[config.mk]
export PLATFORM = sky130hd
export DESIGN_NAME = ide_cfg_trapdoor
export DESIGN_NICKNAME = d
export VERILOG_FILES = /design/src/rtl/ide_cfg_pkg.sv /design/src/rtl/ide_unlock_fsm.sv /design/src/rtl/ide_cfg_regs.sv /design/src/rtl/ide_strap_probe.sv /design/src/rtl/ide_cfg_trapdoor.sv
export SDC_FILE = /design/constraint.sdc
export NUM_CORES = 1
export LEC_CHECK = 0
export ABC_AREA = 1
export BUFFER_PORTS_ARGS = -buffer_cell sky130_fd_sc_hd__buf_2
export CORE_ASPECT_RATIO = 1.75
export CORE_MARGIN = 3
export CORE_UTILIZATION = 47
export CTS_CLUSTER_DIAMETER = 40
export DETAILED_ROUTE_END_ITERATION = 16
export HOLD_SLACK_MARGIN = 0.03
export PLACE_DENSITY = 0.76
export SLEW_MARGIN = 20
export SYNTH_ARGS = -nofsm -noshare
export SYNTH_HDL_FRONTEND = slang
export SYNTH_SLANG_ARGS = --single-unit
export TNS_END_PERCENT = 20
[constraint.sdc]
create_clock -name clk_i -period 1.6 [get_ports clk_i]
set_clock_uncertainty 0.2 [all_clocks]
set_input_delay 0.24 -clock clk_i [delete_from_list [all_inputs] [get_ports clk_i]]
set_output_delay 0.24 -clock clk_i [all_outputs]
set_load 0.02 [all_outputs]
[src/rtl/ide_cfg_pkg.sv]
package ide_cfg_pkg;
  localparam int ADDR_W = 3;
  localparam int DATA_W = 16;
  localparam int BYTE_W = 8;
  localparam int NUM_DEV = 2;

  typedef enum logic [1:0] {TRK_IDLE = 2'd0, TRK_ONE = 2'd1, TRK_TWO = 2'd2} trk_e;

  localparam logic [ADDR_W-1:0] OFS_RDT   = 3'd0;
  localparam logic [ADDR_W-1:0] OFS_WRT   = 3'd1;
  localparam logic [ADDR_W-1:0] OFS_PROBE = 3'd1;
  localparam logic [ADDR_W-1:0] OFS_KEY   = 3'd2;
  localparam logic [ADDR_W-1:0] OFS_CTL   = 3'd3;
  localparam logic [ADDR_W-1:0] OFS_STRAP = 3'd5;
  localparam logic [ADDR_W-1:0] OFS_MISC  = 3'd6;
  localparam logic [ADDR_W-1:0] OFS_HEAD  = 3'd6;

  localparam logic [BYTE_W-1:0] KEY_OPEN  = 8'h03;
  localparam logic [BYTE_W-1:0] KEY_CLOSE = 8'h83;
  localparam logic [BYTE_W-1:0] CTL_OVR   = 8'h85;
  localparam logic [BYTE_W-1:0] STRAP_ARM = 8'hFF;
endpackage

[src/rtl/ide_unlock_fsm.sv]
module ide_unlock_fsm
  import ide_cfg_pkg::*;
(
  input  logic              clk_i,
  input  logic              rst_ni,
  input  logic              rd_i,
  input  logic              wr_i,
  input  logic              wide_i,
  input  logic [ADDR_W-1:0] addr_i,
  input  logic [BYTE_W-1:0] wdata_i,
  output logic              open_o
);
  trk_e trk_q;
  logic open_q;
  logic probe_rd, key_wr, close_wr;

  assign probe_rd = rd_i & wide_i & (addr_i == OFS_PROBE);
  assign key_wr   = wr_i & ~wide_i & (addr_i == OFS_KEY) & (wdata_i == KEY_OPEN);
  assign close_wr = wr_i & ~wide_i & (addr_i == OFS_KEY) & (wdata_i == KEY_CLOSE);

  always_ff @(posedge clk_i or negedge rst_ni) begin
    if (!rst_ni) begin
      trk_q  <= TRK_IDLE;
      open_q <= 1'b0;
    end else if (rd_i | wr_i) begin
      if (open_q) begin
        trk_q <= TRK_IDLE;
        if (close_wr) open_q <= 1'b0;
      end else if (probe_rd) begin
        unique case (trk_q)
          TRK_IDLE: trk_q <= TRK_ONE;
          TRK_ONE:  trk_q <= TRK_TWO;
          default:  trk_q <= TRK_IDLE;
        endcase
      end else if (key_wr && trk_q == TRK_TWO) begin
        trk_q  <= TRK_IDLE;
        open_q <= 1'b1;
      end else begin
        trk_q <= TRK_IDLE;
      end
    end
  end

  assign open_o = open_q;
endmodule

[src/rtl/ide_cfg_regs.sv]
module ide_cfg_regs
  import ide_cfg_pkg::*;
#(
  parameter int               TIM_W      = 8,
  parameter logic [TIM_W-1:0] DEF_TIMING = 8'h6B,
  parameter logic [1:0]       DEF_SETUP  = 2'd3
) (
  input  logic              clk_i,
  input  logic              rst_ni,
  input  logic              we_i,
  input  logic [ADDR_W-1:0] addr_i,
  input  logic [BYTE_W-1:0] wdata_i,
  input  logic              act_dev_i,
  output logic [TIM_W-1:0]  rd_tim_o,
  output logic [TIM_W-1:0]  wr_tim_o,
  output logic [1:0]        setup_o,
  output logic              override_o,
  output logic [BYTE_W-1:0] strap_o
);
  logic [TIM_W-1:0]  rd_arr [NUM_DEV];
  logic [TIM_W-1:0]  wr_arr [NUM_DEV];
  logic              sel_q;
  logic [1:0]        setup_q;
  logic [BYTE_W-1:0] ctrl_q, strap_q;

  for (genvar d = 0; d < NUM_DEV; d++) begin : g_dev
    logic [TIM_W-1:0] rd_r, wr_r;
    logic hit;
    assign hit = we_i & (sel_q == 1'(d));
    always_ff @(posedge clk_i or negedge rst_ni) begin
      if (!rst_ni) begin
        rd_r <= DEF_TIMING;
        wr_r <= DEF_TIMING;
      end else if (hit) begin
        if (addr_i == OFS_RDT) rd_r <= wdata_i[TIM_W-1:0];
        if (addr_i == OFS_WRT) wr_r <= wdata_i[TIM_W-1:0];
      end
    end
    assign rd_arr[d] = rd_r;
    assign wr_arr[d] = wr_r;
  end

  always_ff @(posedge clk_i or negedge rst_ni) begin
    if (!rst_ni) begin
      sel_q   <= 1'b0;
      setup_q <= DEF_SETUP;
      ctrl_q  <= '0;
      strap_q <= '0;
    end else if (we_i) begin
      unique case (addr_i)
        OFS_CTL:   ctrl_q  <= wdata_i;
        OFS_STRAP: strap_q <= wdata_i;
        OFS_MISC: begin
          sel_q <= wdata_i[0];
          if (wdata_i[5:4] != 2'd0) setup_q <= wdata_i[5:4];
        end
        default: ;
      endcase
    end
  end

  assign override_o = (ctrl_q == CTL_OVR);
  assign rd_tim_o   = override_o ? rd_arr[act_dev_i] : DEF_TIMING;
  assign wr_tim_o   = override_o ? wr_arr[act_dev_i] : DEF_TIMING;
  assign setup_o    = override_o ? setup_q : DEF_SETUP;
  assign strap_o    = strap_q;
endmodule

[src/rtl/ide_strap_probe.sv]
module ide_strap_probe
  import ide_cfg_pkg::*;
(
  input  logic              clk_i,
  input  logic              rst_ni,
  input  logic              rd_i,
  input  logic              wr_i,
  input  logic              wide_i,
  input  logic              open_i,
  input  logic [ADDR_W-1:0] addr_i,
  input  logic [BYTE_W-1:0] wdata_i,
  input  logic              clk_sel_i,
  input  logic [DATA_W-1:0] tf_rdata_i,
  output logic [DATA_W-1:0] rdata_o
);
  logic arm_q, hit;

  always_ff @(posedge clk_i or negedge rst_ni) begin
    if (!rst_ni) arm_q <= 1'b0;
    else if (rd_i | wr_i)
      arm_q <= wr_i & ~wide_i & ~open_i & (addr_i == OFS_STRAP) & (wdata_i == STRAP_ARM);
  end

  assign hit     = arm_q & rd_i & wide_i & (addr_i == OFS_STRAP);
  assign rdata_o = hit ? {tf_rdata_i[DATA_W-1:1], clk_sel_i} : tf_rdata_i;
endmodule

[src/rtl/ide_cfg_trapdoor.sv]
module ide_cfg_trapdoor
  import ide_cfg_pkg::*;
#(
  parameter int               TIM_W      = 8,
  parameter logic [TIM_W-1:0] DEF_TIMING = 8'h6B,
  parameter logic [1:0]       DEF_SETUP  = 2'd3,
  parameter int               DEV_BIT    = 4
) (
  input  logic              clk_i,
  input  logic              rst_ni,
  input  logic [2:0]        hb_addr_i,
  input  logic              hb_rd_i,
  input  logic              hb_wr_i,
  input  logic              hb_wide_i,
  input  logic [15:0]       hb_wdata_i,
  output logic [15:0]       hb_rdata_o,
  output logic              tf_rd_o,
  output logic              tf_wr_o,
  output logic [2:0]        tf_addr_o,
  output logic              tf_wide_o,
  output logic [15:0]       tf_wdata_o,
  input  logic [15:0]       tf_rdata_i,
  input  logic              clk_sel_i,
  output logic              bank_open_o,
  output logic [TIM_W-1:0]  rd_timing_o,
  output logic [TIM_W-1:0]  wr_timing_o,
  output logic [1:0]        setup_code_o,
  output logic              override_o,
  output logic [7:0]        strap_o
);
  logic rd_en, wr_en, open_w, act_q, cfg_we;

  assign rd_en  = hb_rd_i & ~hb_wr_i;
  assign wr_en  = hb_wr_i;
  assign cfg_we = wr_en & ~hb_wide_i & open_w;

  assign tf_rd_o    = rd_en;
  assign tf_wr_o    = wr_en & ~open_w;
  assign tf_addr_o  = hb_addr_i;
  assign tf_wide_o  = hb_wide_i;
  assign tf_wdata_o = hb_wdata_i;

  // addressed device follows the pass-through head-register write
  always_ff @(posedge clk_i or negedge rst_ni) begin
    if (!rst_ni) act_q <= 1'b0;
    else if (wr_en && !hb_wide_i && !open_w && hb_addr_i == OFS_HEAD)
      act_q <= hb_wdata_i[DEV_BIT];
  end

  ide_unlock_fsm u_unlock (
    .clk_i   (clk_i),
    .rst_ni  (rst_ni),
    .rd_i    (rd_en),
    .wr_i    (wr_en),
    .wide_i  (hb_wide_i),
    .addr_i  (hb_addr_i),
    .wdata_i (hb_wdata_i[7:0]),
    .open_o  (open_w)
  );

  ide_cfg_regs #(.TIM_W(TIM_W), .DEF_TIMING(DEF_TIMING), .DEF_SETUP(DEF_SETUP)) u_regs (
    .clk_i      (clk_i),
    .rst_ni     (rst_ni),
    .we_i       (cfg_we),
    .addr_i     (hb_addr_i),
    .wdata_i    (hb_wdata_i[7:0]),
    .act_dev_i  (act_q),
    .rd_tim_o   (rd_timing_o),
    .wr_tim_o   (wr_timing_o),
    .setup_o    (setup_code_o),
    .override_o (override_o),
    .strap_o    (strap_o)
  );

  ide_strap_probe u_probe (
    .clk_i      (clk_i),
    .rst_ni     (rst_ni),
    .rd_i       (rd_en),
    .wr_i       (wr_en),
    .wide_i     (hb_wide_i),
    .open_i     (open_w),
    .addr_i     (hb_addr_i),
    .wdata_i    (hb_wdata_i[7:0]),
    .clk_sel_i  (clk_sel_i),
    .tf_rdata_i (tf_rdata_i),
    .rdata_o    (hb_rdata_o)
  );

  assign bank_open_o = open_w;
endmodule

Word level (Yosys, flattened, before mapping)
Cells that the tools add are included.
{ "totals": {"out_inout_bits": 66, "wordCells": 81, "inputBits": 41, "register_bits": 56} }
{ "op_classes": {"n_reduce_logical": 17, "bitwise": 23, "muxes": 17, "n_eq_ne": 11, "n_lt_le_gt_ge": 1} }
{ "ops": {"columns": ["op", "count"], "rows": [
  ["8-bit two-way mux", 8],
  ["8-bit == test (second input constant)", 3],
  ["1-bit AND", 17],
  ["2-bit AND reduction", 7],
  ["8-bit by 2-bit == test with 1-bit output (second input constant)", 1],
  ["3-bit by 2-bit == test with 1-bit output (second input constant)", 2],
  ["3-bit == test (second input constant)", 2],
  ["2-bit two-way mux", 3],
  ["1-bit two-way mux", 5],
  ["1-bit logical AND", 4],
  ["1-bit NOT", 4],
  ["2-bit one-hot mux with 2 select lines", 1],
  ["3-bit by 1-bit == test with 1-bit output (second input constant)", 1],
  ["3-bit zero test", 1],
  ["3-bit AND reduction", 1],
  ["2-bit by 1-bit == test with 1-bit output (second input constant)", 1],
  ["2-bit == test (second input constant)", 1],
  ["2-bit greater-or-equal comparator (second input constant)", 1],
  ["1-bit zero test", 2],
  ["2-bit zero test", 1],
  ["1-bit NOT with 2-bit output", 1],
  ["2-bit nonzero test", 1],
  ["1-bit bitwise OR", 1]
]} }

Longest topological paths before layout
Gate-level depths: netlist (run 1).
{ "depth": {"word_depth": 8, "mapped_depth": 7, "ltp_nobuf": 7} }

By module
A second synthesis (run 1) with hierarchy kept.
{ "hier_totals": {"hier_cells": 428, "hier_area_um2": 3309.4} }
{ "modules_own_cells": {"columns": ["mod", "area_per_inst_um2", "instances", "cells_each", "seq_area_each_um2"], "rows": [
  ["ide_cfg_regs", 2577.5, 1, 307, 1303.8],
  ["ide_cfg_trapdoor", 251.5, 1, 38, 25.0],
  ["ide_unlock_fsm", 242.7, 1, 43, 75.1],
  ["ide_strap_probe", 237.7, 1, 40, 25.0]
]} }

Worst setup path after synthesis (run 1)
No wires, ideal clock.
{ "synth_path": {"path_kind": "flip-flop to output port", "start": "reg u_regs.ctrl_q[6]", "end": "out rd_timing_o[0]", "required_ns": 1.160, "path_stages_with_launch": 6, "slack_ns": 0.007, "n_path_buf": 1, "arrival_ns": 1.153, "cell_sequence": "dfrtp_1 > inv_1 > nand2_1 > nor3_1 > clkbuf_1 > nand4_1"} }
{ "synth_via": {"elab_chain_cells": 2} }
{ "synth_rtl": {"columns": ["element", "line", "source"], "rows": [
  ["start: declaration", "ide_cfg_regs.sv:24", "logic [BYTE_W-1:0] ctrl_q, strap_q;"],
  ["start signal: assignment", "ide_cfg_regs.sv:51", "OFS_CTL: ctrl_q <= wdata_i;"],
  ["8-bit == test", "ide_cfg_regs.sv:62", "assign override_o = (ctrl_q == CTL_OVR);"],
  ["8-bit two-way mux", "ide_cfg_regs.sv:63", "assign rd_tim_o = override_o ? rd_arr[act_dev_i] : DEF_TIMING;"],
  ["end: declaration", "ide_cfg_trapdoor.sv:25", "output logic [TIM_W-1:0] rd_timing_o,"]
]} }
No other way between the ends.

Worst setup path in the final report (run 1)
{ "layout_path": {"start": "reg u_regs.ctrl_q[6]", "end": "out rd_timing_o[2]"} }
Same word-level chain as after synthesis.

==> results.py, run 1 <==
metrics = {
    "worst_setup_path": {
        "crit_top_cell": "nand2_1",
        "startpoint_type": "register",
        "required_ns": 1.16,
        "cp.arrival_ns": 1.46,
        "critPathMaxFanout": 6,
        "ff2ff_path_depth": 5,
        "cp_slowest_cell": "dfrtp_1",
        "worstSetupPathType": "reg2out",
        "worstPathCellList": "inv_1, nand2_1, nor3_2, nand2_1, buf_6, a21oi_2, buf_4",
        "cpPeakStageDelay_ns": 0.40,
        "r2r_slack_ns": 0.10,
        "cp-end-kind": "output pin",
    },
    "power_and_ir_drop": {
        "swShare": 0.269,
        "power_leakage_nw": 1.47,
        "pwr-share-clk": 0.313,
        "ir_drop_v": 0.000450,
        "power.share.combinational": 0.116,
        "p_switching_w": 0.000674,
        "p_int_w": 0.00183,
        "seqPwrFrac": 0.570,
        "power_density_nw_per_um2": 749,
    },
    "floorplan": {
        "dieArea_um2": 7410,
        "die_y_um": 112,
        "ios": 107,
        "die_w_um": 66.4,
        "initial_utilization": 0.498,
        "fp-row-count": 37,
        "core_area_um2": 6020,
    },
    "global_routing": {
        "grt_max_degree": 57,
        "grt_pass1_vias": 2432,
        "grt_pass1_wl_mm": 11.0,
        "grt_usage": 0.189,
        "grt_overflow_total": 0,
        "antenna_found_initial": 0,
    },
    "synth": {
        "syn_inst": 356,
        "ys_seq_area_frac": 0.476,
        "synth-seq-cells": 56,
        "yosys.area.top_type_share": 0.284,
        "netlist_area_um2": 3000,
        "synth_cell_types": 23,
        "synth_nets": 397,
        "synth_top_area_cell": "dfrtp_1",
        "syn_area_per_cell_um2": 8.42,
        "ys_warn_count": 0,
        "ys_top_cells_by_area": "dfrtp_1, dfstp_2, nand2_1",
    },
    "timing": {
        "relSlewSlack": 0.738,
        "fin_crit_ns": 1.90,
        "max_slew.worst_pin.slew_ns": 0.392,
        "hold_viol": 0,
        "clock.fmax_ghz": 0.526,
        "setup_viol": 19,
        "slew_violations": 0,
        "post-route-period-util": 1.19,
        "holdWs_ns": 0.0947,
        "rsz0062_at_grt": "true",
        "setup_slack_ns": -0.301,
    },
    "outcome": {
        "outcome": "finished, violations left",
        "violations": "setup timing",
    },
    "drt": {
        "via_per_inst": 5.09,
        "final_antenna_net_count": 0,
        "drtPass1Iterations": 4,
        "via_count": 2393,
        "wl_per_cell_um": 13.6,
        "drt_iter0_markers": 133,
        "drc_errors": 0,
        "wirelength_mm": 6.37,
    },
    "finish": {
        "diodes": 0,
        "fillers": 596,
        "post-route-util": 0.555,
        "final_nets": 432,
        "design_area_um2": 3340,
        "area_growth_pct": 11.4,
        "multiInputGateArea_um2": 1150,
        "layout-drive-gt1-share": 0.378,
        "final_cells": 470,
        "register_area_um2": 1430,
    },
    "placement": {
        "dp.cells": 458,
        "gp_congestion": 0.807,
        "port_buffers": 60,
        "dpl_cell_area_um2": 3150,
        "dp_hpwl_mm": 4.61,
    },
    "clocking": {
        "cts_tree": "yes",
        "cts_inserted_buffers": 5,
        "cts-root-buf": "clkbuf_8",
        "clkSinkCount": 56,
        "clk_latency_ns": 0.30,
        "cts_htree_levels": 2,
        "clk_path_buf_depth": 2,
        "clkTransAtPathRegs_ns": 0.09,
    },
    "flow_run": {
        "cap_viol_max_count": 0,
    },
    "hold_path": {
        "hold_depth": 3,
        "worst_hold_path_type": "in2reg",
    },
}
-- synth_stat cells (all sizes together) --
library cell / n
dfstp: 22
inv: 28
nand4: 12
dfrtp: 34
o21ai: 53
nand2: 114
nor2: 23
buf: 43
clkbuf: 3
or2: 1
nor3: 4
a21oi: 6
nand3: 13
-- worst max-delay path, delay by kind of cell, from the launching register on --
| family | cells | cell delay [ns] |
|---|---|---|
| flops | 1 | 0.40 |
| buf+inv | 3 | 0.36 |
| simple gates | 3 | 0.30 |
| compound gates | 1 | 0.10 |
-- registers in the layout (all words and copies together) (netlist names), 2 cells and up --
register           count
u_regs.g_dev.wr_r     16
u_regs.g_dev.rd_r     16
u_regs.setup_q         2
u_unlock.trk_q         2
u_regs.ctrl_q          8
u_regs.strap_o         8
-- through the flow --
stage	total power [W]	setup WS, ns	TNS, ns
2_1_floorplan	0.00168	0.00686	0
3_3_place_gp	0.00173	-0.0133	-0.0626
3_5_place_dp	0.00174	-0.0743	-0.484
4_1_cts	0.00253	-0.310	-5.36
5_1_grt	0.00261	-0.403	-7.11
6_report	0.00250	-0.301	-5.16
-- layout make-up --
| cell class | instances | area share |
|---|---|---|
| sequential | 56 | 0.428 |
| tap | 78 | 0.0292 |
| clock buffer | 5 | 0.0206 |
| clock inverter | 3 | 0.00674 |
| timing repair buffer | 74 | 0.141 |
| multi-input combinational | 226 | 0.344 |
| inverter | 28 | 0.0314 |
-- worst paths after layout --
check | end | from
max | rd_timing_o[2] | u_regs.ctrl_q[6]$_DFFE_PN0P_
min | u_unlock.trk_q[1]$_DFFE_PN0P_ | hb_rd_i
max reg2reg | u_regs.g_dev[1].rd_r[7]$_DFFE_PN0P_ | u_unlock.open_o$_DFFE_PN0P_
min reg2reg | u_regs.setup_q[1]$_DFFE_PN1P_ | u_regs.setup_q[1]$_DFFE_PN1P_
max in group asynchronous | u_regs.g_dev[1].rd_r[3]$_DFFE_PN1P_ | rst_ni
min in group asynchronous | u_unlock.trk_q[0]$_DFFE_PN0P_ | rst_ni
-- repair_timing --
| item | 4_1_cts | 5_1_grt |
|---|---|---|
| setup buffers | 0 | 0 |
| setup endpoints to repair | 21 | 21 |
| endpoints found under the hold margin | 59 | 0 |
| pin swaps | 1 | 1 |
| hold buffers | 4 | 0 |
| gates resized for setup | 20 | 2 |
-- cells in the final DEF (no fill, tap or decap) --
cell,netlist,layout
buf_12,0,2
nor3_2,1,3
clkinv_2,0,1
buf_2,2,51
a21oi_2,0,6
nor2_1,17,16
buf_4,35,15
o21ai_2,16,16
inv_6,0,1
inv_2,4,5
nand4_1,12,12
clkinv_4,0,1
or2_2,1,1
buf_6,6,2
dlygate4sd3_1,0,4
nand3_1,9,9
nor2_2,6,7
inv_1,24,23
dfstp_2,22,22
nand3_2,1,1
o21ai_1,32,33
nand3_4,3,3
nand2_1,108,108
dfrtp_1,34,34
nand2_2,6,6
clkbuf_8,0,5
o21ai_0,5,4
nor3_1,3,1
-- power groups by stage --
| stage | logic [W] | registers [W] | clock network (W) |
|---|---|---|---|
| after CTS | 0.000294 | 0.00143 | 0.000807 |
| after floorplan | 0.000235 | 0.00145 | 0 |
| after global routing | 0.000317 | 0.00143 | 0.000861 |
| final | 0.000291 | 0.00143 | 0.000784 |
| after detailed placement | 0.000284 | 0.00145 | 0 |
| after global placement | 0.000278 | 0.00145 | 0 |
-- routing by layer --
layer / track usage / wire, um
met1: 0.222 / 2520
met4: 0.0882 / 216
met3: 0.0262 / 386
met5: 0 / 0
met2: 0.328 / 3250
-- cell families after synthesis --
| kind of cell | Yosys count | share of synthesized area |
|---|---|---|
| AOI/OAI and AO/OA | 59 | 0.118 |
| buffers and inverters | 74 | 0.152 |
| DFF | 56 | 0.476 |
| and+or+nand+nor | 167 | 0.253 |
No activity file was read; power rests on OpenSTA's default activity.
==> run 2: changes to the inputs <==
- PLACE_DENSITY: 0.76 -> 0.75
- SYNTH_HIERARCHICAL: unset -> 1
==> run 2 against run 1 <==
The run still ends with setup timing left. Hold slack worse by 0.042 ns. Fmax up 2.9%. First-iteration DRC count up 32%. Sequential power about the same. Non-clock buffer count up 10. Via count up 20%. Clock power up 36%. Combinational power up 34%. Synthesized cell count up 20%. Worst setup slack better by 0.053 ns. Global-route usage up 1.1 points. Critical path type unchanged. Critical endpoint is now wr_timing_o[7]. Largest cell class is now multi-input gates. Largest power group unchanged.
==> results.py, run 2 <==
metrics = {
    "finish": {
        "diodes": 0,
        "design_area_um2": 3890,
        "final_cell_mix": "nand2_1, buf_2, inv_1",
        "layout_commonest_cell": "nand2_1",
        "reg_top3": "u_regs/g_dev.rd_r (16), u_regs/g_dev.wr_r (16)",
        "area_growth_pct": 17.5,
        "final_nets": 510,
        "layout-drive-gt1-share": 0.353,
        "final_cells": 552,
    },
    "floorplan": {
        "die_w_um": 69.4,
        "core_area_um2": 6690,
        "dieArea_um2": 8120,
        "ios": 107,
        "fp-row-count": 39,
        "die_y_um": 117,
        "initial_utilization": 0.495,
    },
    "flow_run": {
        "cap_viol_max_count": 0,
    },
    "placement": {
        "dp_hpwl_mm": 5.89,
        "port_buffers": 60,
        "dpl_cell_area_um2": 3560,
        "gp_congestion": 0.836,
        "dp.cells": 543,
    },
    "timing": {
        "setup_slack_ns": -0.248,
        "relSlewSlack": 0.758,
        "slew_violations": 0,
        "post-route-period-util": 1.16,
        "hold_viol": 0,
        "fin_crit_ns": 1.85,
        "setup_viol": 20,
        "max_slew.worst_pin.slew_ns": 0.362,
        "clock.fmax_ghz": 0.541,
        "rsz0062_at_grt": "true",
    },
    "drt": {
        "wirelength_mm": 8.00,
        "drc_errors": 0,
        "wl_per_cell_um": 14.5,
        "final_antenna_net_count": 0,
        "drt_iter0_markers": 176,
        "via_per_inst": 5.19,
        "drtPass1Iterations": 4,
        "via_count": 2865,
    },
    "clocking": {
        "post_cts_buffers": 0,
        "cts_inserted_buffers": 5,
        "cts_tree": "yes",
        "clkTransAtPathRegs_ns": 0.07,
        "cts_htree_levels": 2,
        "clkSinkCount": 56,
        "cts-root-buf": "clkbuf_16",
        "clk_path_buf_depth": 2,
        "clk_latency_ns": 0.29,
    },
    "outcome": {
        "violations": "setup timing",
        "outcome": "finished, violations left",
    },
    "worst_setup_path": {
        "setup.worst_path.end": "wr_timing_o[7]",
        "cp-end-kind": "output pin",
        "cp-startpoint": "act_q$_DFFE_PN0P_",
        "r2r_end": "u_regs/g_dev[1].wr_r[7]$_DFFE_PN0P_",
        "worstSetupPathType": "reg2out",
        "ff2ff_path_depth": 8,
        "startpoint_type": "register",
        "critPathMaxFanout": 10,
        "rr_startpoint": "u_unlock/open_o$_DFFE_PN0P_",
        "cp.arrival_ns": 1.41,
        "required_ns": 1.16,
        "r2r_slack_ns": 0.11,
    },
    "synth": {
        "ys_seq_area_frac": 0.432,
        "synth_cell_types": 25,
        "syn_area_per_cell_um2": 7.73,
        "ys_warn_count": 6,
        "netlist_area_um2": 3310,
        "synthTopCellsByCount": "nand2_1, inv_1, buf_4",
        "synth_top_area_cell": "dfrtp_1",
        "ys_top_cells_by_area": "dfrtp_1, dfstp_2, nand2_1",
        "synth_edf_count": 0,
        "post-synth-top-count-cell": "nand2_1",
        "synth-seq-cells": 56,
        "async_flop_share": 1.00,
        "syn_inst": 428,
        "yosys.area.top_type_share": 0.257,
        "synth_nets": 469,
        "synth_top_flop_cell": "dfrtp_1",
    },
    "power_and_ir_drop": {
        "seqPwrFrac": 0.494,
        "p_total_w": 0.00289,
        "pwr-share-clk": 0.371,
        "power_leakage_nw": 2.02,
        "p_switching_w": 0.000751,
        "p_int_w": 0.00214,
        "power_density_nw_per_um2": 744,
        "swShare": 0.260,
        "power.share.combinational": 0.135,
        "ir_drop_v": 0.000722,
    },
    "global_routing": {
        "grt_pass1_vias": 2727,
        "grt_pass1_wl_mm": 12.9,
        "grt_max_degree": 57,
        "grt_overflow_total": 0,
        "antenna_found_initial": 0,
        "grt_usage": 0.200,
    },
    "hold_path": {
        "worst_hold_path_type": "in2reg",
    },
}
==> run 2: cell types whose count changed in the layout (fill, tap and decap cells not counted), sizes merged, moves of 4 or more <==
cell    previous run  this run
o21ai             53        17
nand2            114       141
nand4             12        33
inv               29        46
buf               70        83
nand3             13        26
nor2              23        36
a21boi             0         6
a21oi              6        10
nor3               4         0
==> run 2: how the worst min path moves through the flow <==
| stage | endpoint | slack (ns) | depth (start not counted) | start |
|---|---|---|---|---|
| floorplan | act_q$_DFFE_PN0P_ | -0.26 | 0 | rst_ni |
| global placement | u_regs/g_dev[1].wr_r[2]$_DFFE_PN0P_ | 0.06 | 2 | rst_ni |
| detailed placement | u_regs/g_dev[0].wr_r[7]$_DFFE_PN0P_ | 0.06 | 2 | rst_ni |
| CTS | u_regs/g_dev[1].wr_r[3]$_DFFE_PN1P_ | 0.06 | 3 | hb_wdata_i[3] |
| global route | u_regs/g_dev[1].rd_r[3]$_DFFE_PN1P_ | 0.07 | 3 | hb_wdata_i[3] |
| finish | u_regs/g_dev[1].wr_r[3]$_DFFE_PN1P_ | 0.05 | 3 | hb_wdata_i[3] |
==> run 2: kinds of logic after synthesis <==
logic type | count (synthesis) | share of synthesized area
simple gates | 238 | 0.329
buf+inv | 99 | 0.163
compound gates | 35 | 0.0764
flops | 56 | 0.432
==> run 2: cell type report <==
type | count | area, um2
clock buffer | 7 | 133
clock inverter | 1 | 8.76
fill | 587 | 2800
inverter | 49 | 185
multi-input combinational | 273 | 1450
sequential | 56 | 1430
tap | 82 | 103
timing repair buffer | 84 | 583
==> run 2: power by group through the flow <==
stage / combinational, W / clock [W] / sequential (W)
after floorplan: 0.000261 / 0 / 0.00145
after global placement: 0.000359 / 0 / 0.00145
after detailed placement: 0.000365 / 0 / 0.00145
after CTS: 0.000380 / 0.00109 / 0.00143
after global routing: 0.000423 / 0.00115 / 0.00143
final: 0.000391 / 0.00107 / 0.00143
==> run 2: repair_timing <==
item | 4_1_cts | 5_1_grt
endpoints found under the setup margin | 19 | 36
endpoints found under the hold margin | 56 | 0
pin swaps | 1 | 4
gates resized for setup | 20 | 36
hold buffers | 1 | 0
==> run 2: metrics by stage <==
step            util  worst slack (ns)  hold slack, ns  TNS, ns
2_1_floorplan      -            0.0112          -0.256        0
3_3_place_gp   0.532            0.0630          0.0562        0
3_5_place_dp   0.532            0.0289          0.0620        0
4_1_cts        0.561            -0.241          0.0568    -3.97
5_1_grt        0.582            -0.311          0.0661    -5.40
6_report       0.582            -0.248          0.0532    -4.10
==> run 2: worst max-delay path: stages, from the launching register on <==
cell      delay (ns)
dfrtp_1         0.40
buf_6           0.14
buf_12          0.13
nand2_1         0.05
a21boi_1        0.17
nor2_1          0.07
buf_4           0.15
==> run 2: metal layers <==
layer  wire length (um)  up-vias  global-route usage
li1                   -     1412                   -
met1               2950     1346               0.213
met2               4430       86               0.372
met3                354       21              0.0436
met4                267        0              0.0939
met5                  0        -                   0
==> run 3: changes to the inputs <==
- CELL_PAD_IN_SITES_DETAIL_PLACEMENT: unset -> 1
- CELL_PAD_IN_SITES_GLOBAL_PLACEMENT: unset -> 1
- CORE_UTILIZATION: 47 -> 36
- PLACE_DENSITY: 0.75 -> unset
- PLACE_DENSITY_LB_ADDON: unset -> 0.1
==> run 3 against run 2 <==
The flow still finishes with violations (setup timing). Combinational power decreased by 2%. Cell count is 6.5% higher. Via count grew 0.87%. Count of clock-buffer cells in the layout is 2 lower. Global-route usage decreased by 0.39 points. Power rose by 2.6%. Worst setup slack gained 0.015 ns. Fmax rose by 0.84%. Sequential share of layout area down 0.65 points. Sequential power is essentially flat. Critical path type unchanged. Critical endpoint is now wr_timing_o[2]. Largest cell class unchanged.
==> results.py, run 3 (synthesis results as in run 2) <==
metrics = {
    "outcome": {
        "outcome": "finished, violations left",
        "violations": "setup timing",
    },
    "hold_path": {
        "worst_hold_path_type": "in2reg",
    },
    "timing": {
        "relSlewSlack": 0.751,
        "max_slew.worst_pin.slew_ns": 0.373,
        "setup_viol": 19,
        "setup_slack_ns": -0.233,
        "rsz0062_at_grt": "true",
        "post-route-period-util": 1.15,
        "hold_viol": 0,
        "clock.fmax_ghz": 0.546,
        "slew_violations": 0,
        "fin_crit_ns": 1.83,
    },
    "finish": {
        "final_cell_mix": "nand2_1, buf_2, inv_1",
        "layout-drive-gt1-share": 0.352,
        "reg_top3": "u_regs/g_dev.rd_r (16), u_regs/g_dev.wr_r (16)",
        "diodes": 0,
        "final_nets": 511,
        "area_growth_pct": 19.6,
        "layout_commonest_cell": "nand2_1",
        "fillers": 1160,
        "final_cells": 588,
    },
    "global_routing": {
        "grt_pass1_vias": 3098,
        "grt_overflow_total": 0,
        "grt_max_degree": 57,
        "grt_pass1_wl_mm": 16.1,
        "grt_usage": 0.196,
        "antenna_found_initial": 0,
    },
    "floorplan": {
        "core_area_um2": 8840,
        "dieArea_um2": 10400,
        "die_y_um": 133,
        "initial_utilization": 0.374,
        "ios": 107,
        "fp-row-count": 45,
        "die_w_um": 78.5,
    },
    "drt": {
        "drt_iter0_markers": 142,
        "drc_errors": 0,
        "drtPass1Iterations": 4,
        "wl_per_cell_um": 16.3,
        "via_count": 2890,
        "final_antenna_net_count": 0,
        "via_per_inst": 4.91,
        "wirelength_mm": 9.57,
    },
    "worst_setup_path": {
        "critPathMaxFanout": 7,
        "cpPeakStageDelay_ns": 0.38,
        "cp-end-kind": "output pin",
        "cp.arrival_ns": 1.39,
        "worstPathCellList": "inv_1, nand2_2, nor2_4, nand2_4, nor2_1, buf_4",
        "worstSetupPathType": "reg2out",
        "required_ns": 1.16,
        "cp_slowest_cell": "dfrtp_1",
        "startpoint_type": "register",
    },
    "placement": {
        "port_buffers": 60,
        "gp_congestion": 0.789,
        "dp_hpwl_mm": 7.02,
        "dp_worst_setup_slack_ns": -0.118,
        "dp.cells": 578,
    },
    "clocking": {
        "clkSinkCount": 56,
        "clkTransAtPathRegs_ns": 0.08,
        "cts_htree_levels": 2,
        "clk_latency_ns": 0.30,
        "cts_tree": "yes",
        "cts-root-buf": "clkbuf_16",
        "cts_inserted_buffers": 5,
        "clk_path_buf_depth": 2,
    },
    "power_and_ir_drop": {
        "ir_drop_v": 0.000470,
        "power_density_nw_per_um2": 750,
        "power_leakage_nw": 2.02,
    },
    "flow_run": {
        "cap_viol_max_count": 0,
    },
}
[run 3: worst paths after layout]
kind / cells past startpoint / slack [ns] / to / start
setup / recovery: 6 / -0.23 / wr_timing_o[2] / u_regs/ctrl_q[1]$_DFFE_PN0P_
hold / removal: 3 / 0.07 / u_regs/g_dev[1].rd_r[0]$_DFFE_PN1P_ / hb_wdata_i[0]
setup reg to reg: 8 / 0.10 / u_regs/g_dev[1].rd_r[7]$_DFFE_PN0P_ / u_unlock/open_o$_DFFE_PN0P_
hold reg to reg: 2 / 0.26 / u_regs/g_dev[0].rd_r[3]$_DFFE_PN1P_ / u_regs/g_dev[0].rd_r[3]$_DFFE_PN1P_
max in group asynchronous: 3 / 0.60 / u_regs/g_dev[1].rd_r[1]$_DFFE_PN1P_ / rst_ni
min in group asynchronous: 3 / 0.27 / u_regs/g_dev[0].rd_r[2]$_DFFE_PN0P_ / rst_ni
[run 3: layout make-up]
type / instances / area [um2] / share of cell area
Clock inverter: 3 / 27.5 / 0.00696
Timing Repair Buffer: 85 / 593 / 0.150
Multi-Input combinational cell: 273 / 1450 / 0.366
Inverter: 49 / 185 / 0.0468
Sequential cell: 56 / 1430 / 0.361
Tap cell: 117 / 146 / 0.0370
Clock buffer: 5 / 125 / 0.0316
[run 3: report_power, final]
part	total (W)	internal, W	switching (W)
Sequential	0.00143	0.00142	0.00000593
Combinational	0.000385	0.000119	0.000266
Clock	0.00115	0.000596	0.000558
Total	0.00297	0.00214	0.000829
[run 3: routing by layer]
metal / routed length [um] / part of all wire / GRT usage
met1: 3850 / 0.40 / 0.238
met2: 5250 / 0.55 / 0.353
met3: 365 / 0.038 / 0.0307
met4: 103 / 0.011 / 0.0545
met5: 0 / 0 / 0
[run 3: through the flow]
| stage | cell area (um2) | total power (W) | TNS, ns | hold slack (ns) | util |
|---|---|---|---|---|---|
| after floorplan | 3310 | 0.00171 | 0 | -0.256 | - |
| final | 3960 | 0.00297 | -3.97 | 0.0672 | 0.448 |
| after CTS | 3880 | 0.00301 | -4.31 | 0.0634 | 0.439 |
| after detailed placement | 3630 | 0.00184 | -0.840 | 0.0737 | 0.410 |
| after global routing | 3960 | 0.00310 | -5.83 | 0.0741 | 0.448 |
| after global placement | 3630 | 0.00183 | -0.280 | 0.0690 | 0.410 |
[run 3: timing repair]
action	CTS	global route
hold endpoints to repair	35	0
endpoints found under the setup margin	24	49
hold buffers	1	0
cloned	0	0
gates resized for setup	30	18
pin swaps	2	2
setup buffers	0	1
[run 3: critical path, delay by kind of cell, from the launching register on]
kind	cells	cell delay [ns]
and+or+nand+nor	4	0.50
DFF	1	0.38
buffers and inverters	2	0.22
